$ cat src/rtl/cbal_pkg.sv
package cbal_pkg;

   typedef enum logic [1:0] {
      LATCH_NONE    = 2'd0,
      LATCH_PARTIAL = 2'd1,
      LATCH_ALL     = 2'd2
   } latch_kind_e;

   function automatic latch_kind_e classify(input int unsigned set_count,
                                            input int unsigned total);
      if (set_count == 0)
         return LATCH_NONE;
      else if (set_count == total)
         return LATCH_ALL;
      else
         return LATCH_PARTIAL;
   endfunction

endpackage

$ cat src/rtl/cbal_slice.sv
module cbal_slice (
   input  logic clk,
   input  logic rst_n,
   input  logic sleep,
   input  logic clear_req,
   input  logic ov_seen,
   input  logic take,
   input  logic at_target,
   output logic latch_nxt,
   output logic bal_q
);

   logic latch_q;

   assign latch_nxt = (clear_req ? 1'b0 : latch_q) | ov_seen;

   always_ff @(posedge clk or negedge rst_n) begin
      if (!rst_n) begin
         latch_q <= 1'b0;
         bal_q   <= 1'b0;
      end else if (sleep) begin
         latch_q <= 1'b0;
         bal_q   <= 1'b0;
      end else begin
         latch_q <= latch_nxt;
         if (take)
            bal_q <= 1'b1;
         else if (at_target)
            bal_q <= 1'b0;
      end
   end

endmodule

$ cat src/rtl/cbal_select.sv
module cbal_select
   import cbal_pkg::*;
#(
   parameter int NUM_CELLS     = 3,
   parameter bit SKIP_WHEN_ALL = 1'b1
) (
   input  logic [NUM_CELLS-1:0] latch_nxt,
   input  logic                 poll_done,
   input  logic                 busy,
   output logic [NUM_CELLS-1:0] take
);

   latch_kind_e kind;
   logic        eval;
   logic        allowed;

   assign kind = classify($countones(latch_nxt), NUM_CELLS);
   assign eval = poll_done & ~busy;

   generate
      if (SKIP_WHEN_ALL) begin : g_skip_all
         assign allowed = (kind == LATCH_PARTIAL);
      end else begin : g_keep_all
         assign allowed = (kind != LATCH_NONE);
      end
   endgenerate

   assign take = (eval && allowed) ? latch_nxt : '0;

endmodule

$ cat src/rtl/cbal_drive.sv
module cbal_drive #(
   parameter int                   NUM_CELLS       = 3,
   parameter logic [NUM_CELLS-1:0] DRIVE_HIGH_MASK = 3'b100
) (
   input  logic [NUM_CELLS-1:0] bal_active,
   input  logic                 sleep,
   output logic [NUM_CELLS-1:0] drive
);

   for (genvar i = 0; i < NUM_CELLS; i++) begin : g_pol
      logic on;
      assign on = bal_active[i] & ~sleep;
      if (DRIVE_HIGH_MASK[i]) begin : g_high
         assign drive[i] = on;
      end else begin : g_low
         assign drive[i] = ~on;
      end
   end

endmodule

$ cat src/rtl/cell_balance_ctrl.sv
module cell_balance_ctrl #(
   parameter int                   NUM_CELLS       = 3,
   parameter logic [NUM_CELLS-1:0] DRIVE_HIGH_MASK = 3'b100,
   parameter bit                   SKIP_WHEN_ALL   = 1'b1
) (
   input  logic                 clk,
   input  logic                 rst_n,
   input  logic                 poll_start,
   input  logic                 poll_done,
   input  logic                 sleep,
   input  logic [NUM_CELLS-1:0] cell_ov,
   input  logic [NUM_CELLS-1:0] cell_at_target,
   output logic [NUM_CELLS-1:0] bal_drive,
   output logic                 charge_hold
);

   localparam int LAST_CELL = NUM_CELLS - 1;

   if (NUM_CELLS < 2) begin : g_bad_count
      $error("cell_balance_ctrl: NUM_CELLS must be at least 2");
   end
   if (LAST_CELL >= 32) begin : g_bad_width
      $error("cell_balance_ctrl: NUM_CELLS above 32 is not supported");
   end

   logic [NUM_CELLS-1:0] latch_nxt;
   logic [NUM_CELLS-1:0] bal_q;
   logic [NUM_CELLS-1:0] take;
   logic                 busy;
   logic                 clear_req;

   assign busy      = |bal_q;
   assign clear_req = poll_start & ~busy;

   for (genvar i = 0; i < NUM_CELLS; i++) begin : g_cell
      cbal_slice u_slice (
         .clk       (clk),
         .rst_n     (rst_n),
         .sleep     (sleep),
         .clear_req (clear_req),
         .ov_seen   (cell_ov[i]),
         .take      (take[i]),
         .at_target (cell_at_target[i]),
         .latch_nxt (latch_nxt[i]),
         .bal_q     (bal_q[i])
      );
   end

   cbal_select #(
      .NUM_CELLS     (NUM_CELLS),
      .SKIP_WHEN_ALL (SKIP_WHEN_ALL)
   ) u_select (
      .latch_nxt (latch_nxt),
      .poll_done (poll_done),
      .busy      (busy),
      .take      (take)
   );

   cbal_drive #(
      .NUM_CELLS       (NUM_CELLS),
      .DRIVE_HIGH_MASK (DRIVE_HIGH_MASK)
   ) u_drive (
      .bal_active (bal_q),
      .sleep      (sleep),
      .drive      (bal_drive)
   );

   assign charge_hold = busy & ~sleep;

endmodule

$ cat config.mk
export PLATFORM = sky130hd
export DESIGN_NAME = cell_balance_ctrl
export DESIGN_NICKNAME = d
export VERILOG_FILES = /design/src/rtl/cbal_pkg.sv /design/src/rtl/cbal_slice.sv /design/src/rtl/cbal_select.sv /design/src/rtl/cbal_drive.sv /design/src/rtl/cell_balance_ctrl.sv
export SDC_FILE = /design/constraint.sdc
export NUM_CORES = 1
export LEC_CHECK = 0
export ABC_CLOCK_PERIOD_IN_PS = 3000
export BUFFER_PORTS_ARGS = -buffer_cell sky130_fd_sc_hd__buf_2
export CAP_MARGIN = 0
export CORE_AREA = 2 2 39 41
export DETAILED_ROUTE_END_ITERATION = 8
export DIE_AREA = 0 0 41 43
export GPL_TIMING_DRIVEN = 0
export PLACE_DENSITY = 0.52
export SETUP_SLACK_MARGIN = 0.02
export SYNTH_ARGS = -nofsm -noshare
export SYNTH_HDL_FRONTEND = slang
export SYNTH_SLANG_ARGS = --single-unit
$ cat constraint.sdc
create_clock -name clk -period 3 [get_ports clk]
set_input_delay 0.75 -clock clk [delete_from_list [all_inputs] [get_ports clk]]
set_output_delay 0.75 -clock clk [all_outputs]
set_load 0.01 [all_outputs]
==> summary.md <==
| Metric | Value |
|---|---|
| Arr. time, crit path | 2.72 ns |
| Post-synth top area share | 0.359 |
| Critical Path RT | 3.09 ns |
| Share of cells above drive strength 1 | 0.436 |
| Area Overhead vs Synth | 25.7% |
| GR Overflow Total | 0 |
| Minimum clock period | 2.62 ns |
| Clock Skews | 0.00633 ns |
| Top post-synthesis cells by area | dfrtp_1, nor2b_4, ha_1, a21o_2, a221oi_1 |
| CTS clk-pin slew, worst paths | 0.05 ns |
| Largest net degree at the start of global routing | 11 |
| Syn Inst Count | 39 |
| Detail Placement HPWL | 657 microns |
| Critical path class | input pin to register |
| RD Place Congestion | 0.628 |
| Maxcap violations | 0 |
| Mapped cell area | 418 sq um |
| Critical path startpoint category | input pin |
| Die X | 41 microns |
| Global routing usage on met3 | 0.0838 |
| Max-slew violations | 0 |
| Placed insts | 68 |
| Worst hold path type | input pin to async pin |
| Reg2Reg Launch Point | g_cell[0].u_slice.bal_q |
| I/O pin cnt | 15 |
| Cell row count | 14 |
| Met2 usage | 0.188 |
| Yosys warns | 0 |
| CTS tree | yes |
| Final setup viols | 0 |
| Final net count | 72 |
| Post-CTS Setup Inserts | 0 |
| Post-synthesis register bit count | 6 |
| Synth area leader | dfrtp_1 |
| CTS root buf | clkbuf_4 |
| DRC viols | 0 |
| Post-route setup slack | 0.376 ns |
| Reg area | 150 sq um |
| Internal | 170 uW |
| First-pass GRT wire length | 1270 microns |
| Number of library cell types mapped by synthesis | 20 |
| Slew headroom | 0.574 |
| TritonCTS buffer count | 3 |
| Tcrit/Tclk final | 0.875 |
| Run status | complete, no violations |
| Die Y | 43 microns |
| Reg power frac | 0.389 |
| Comb power frac | 0.290 |
| Clk sinks | 6 |
| Fin. Hold Viols | 0 |
| # hold bufs at CTS | 0 |
| Worst slew pin tran | 0.639 ns |
| Sw Ratio | 0.308 |
| Sequential area share after synthesis | 0.359 |
| Average cell area after synthesis | 10.7 sq um |
| Multi-input gate area | 240 sq um |
| Setup WS pre-CTS | 0.112 ns |
| Pre-antenna DRT Iters | 1 |
| Post-Layout Cell Count | 71 |
| Core area | 1380 sq um |
| Pwr Density | 469 nW/um^2 |
| Ant diodes | 0 |
| Area of the die | 1760 sq um |
| Post_cts resized | 0 |
| GR peak layer | met2 |
| Initial DRC Count | 0 |
| Post-DRT Antenna Nets | 0 |
| Mapped Nets | 54 |
| RSZ-0062 raised after global routing | false |
| Post-layout util | 0.380 |
| Via count | 336 |
| Later-pin clock latency in the skew report | 0.25 ns |
| WL final | 813 microns |
| Max Root-Sink Buffers | 2 |
| Leak | 0.268 nW |
| CP endpoint kind | register |
| # fillers | 160 |
| Setup TNS | 0 ns |
| Max FO, Critical Path | 6 |
| Fin Hold WS | 0.315 ns |
| Max IR drop VDD | 0.118 mV |
| Port buffer count | 13 |
| Routing usage on met1 | 0.0990 |
| Vias/cell | 4.73 |
| Initial core utilization | 0.302 |
| Clock share of power | 0.321 |
| Initial antenna violation count | 0 |
| F_max | 381 MHz |
| Setup crit start | poll_start |
| Psw | 75.8 uW |
| Number of global-route vias before repair | 315 |
| Drt wl/cell | 11.5 microns |
| CTS H-tree depth | 1 |
| GRT Util Overall | 0.122 |
## cell usage after synthesis
library cell / instances
dfrtp_1: 6
a211oi_1: 3
a21o_2: 3
a221oi_1: 3
ha_1: 3
inv_1: 3
nand2_1: 3
nor2b_4: 3
buf_2: 1
buf_4: 1
clkbuf_1: 1
fa_1: 1
nand2b_1: 1
nor2_1: 1
nor2b_1: 1
nor3_1: 1
o211ai_1: 1
or2b_1: 1
or4b_1: 1
xor2_1: 1
## path summary, 6_finish.rpt
path	end	slack (ns)	cells after the start
setup / recovery	g_cell[2].u_slice.bal_q	0.38	9
max in group asynchronous	g_cell[2].u_slice.bal_q	2.53	1
hold reg to reg	g_cell[0].u_slice.bal_q	0.58	2
min in group clk	g_cell[0].u_slice.bal_q	0.58	2
hold / removal	g_cell[1].u_slice.latch_q	0.31	1
setup reg to reg	g_cell[2].u_slice.bal_q	0.44	8
## cell usage in the layout, fill, tap and decap left out
cell      Yosys  routed
dfrtp_1       6       6
nor2_1        1       1
fa_1          1       1
clkbuf_1      1       1
clkbuf_4      0       3
xor2_1        1       1
a21o_2        3       3
nor3_1        1       1
inv_1         3       3
or2b_1        1       1
o211ai_1      1       1
nor2b_1       1       1
a221oi_1      3       3
nand2_1       3       3
buf_4         1       1
or4b_1        1       1
ha_1          3       3
buf_2         1      14
a211oi_1      3       3
nor2b_4       3       3
nand2b_1      1       1
## routing by layer
layer  share of wire  routed length (microns)  vias up
li1                -                        -      169
met1            0.38                      310      154
met2            0.52                      421       11
met3           0.085                       69        2
met4           0.015                       12        0
met5               0                        0        -
## power groups by stage
stage               Sequential, mW  Combinational (mW)  Clock [mW]
floorplan                   0.0951              0.0524           0
global placement            0.0969              0.0704           0
detailed placement          0.0971              0.0730           0
CTS                         0.0958              0.0730      0.0829
global route                0.0970              0.0808      0.0904
finish                      0.0959              0.0713      0.0791
## cells by family (layout without fill, tap and decap cells)
family                     count (synthesis)  in the layout  share of synthesized area
DFF                                        6              6                      0.359
AOI/OAI and AO/OA                         10             10                      0.198
buffers and inverters                      6             22                     0.0659
xor gates and xnor gates                   1              1                     0.0210
adders and majority gates                  4              4                      0.138
and+or+nand+nor                           12             12                      0.219
## registers in the layout (all words and copies together), names as in the netlist
register and cells:
g_cell.u_slice.bal_q 3, g_cell.u_slice.latch_q 3
## worst max-delay path, cell delays in order
cell,delay [ns]
buf_2,0.07
or4b_1,0.43
buf_2,0.17
a21o_2,0.25
ha_1,0.30
ha_1,0.18
ha_1,0.17
o211ai_1,0.27
a211oi_1,0.12
## through the flow
step	power, mW	area [sq um]
after detailed placement	0.170	503
after global routing	0.268	526
after floorplan	0.147	418
after global placement	0.167	503
final	0.246	526
after CTS	0.252	526
## layout make-up
type,instances,share of cell area
Multi-Input combinational cell,27,0.457
Sequential cell,6,0.286
Timing Repair Buffer,13,0.124
Clock buffer,3,0.0429
Tap cell,16,0.0381
Buffer,3,0.0310
Inverter,3,0.0214
Note: power is estimated with default switching activity, not from simulation.
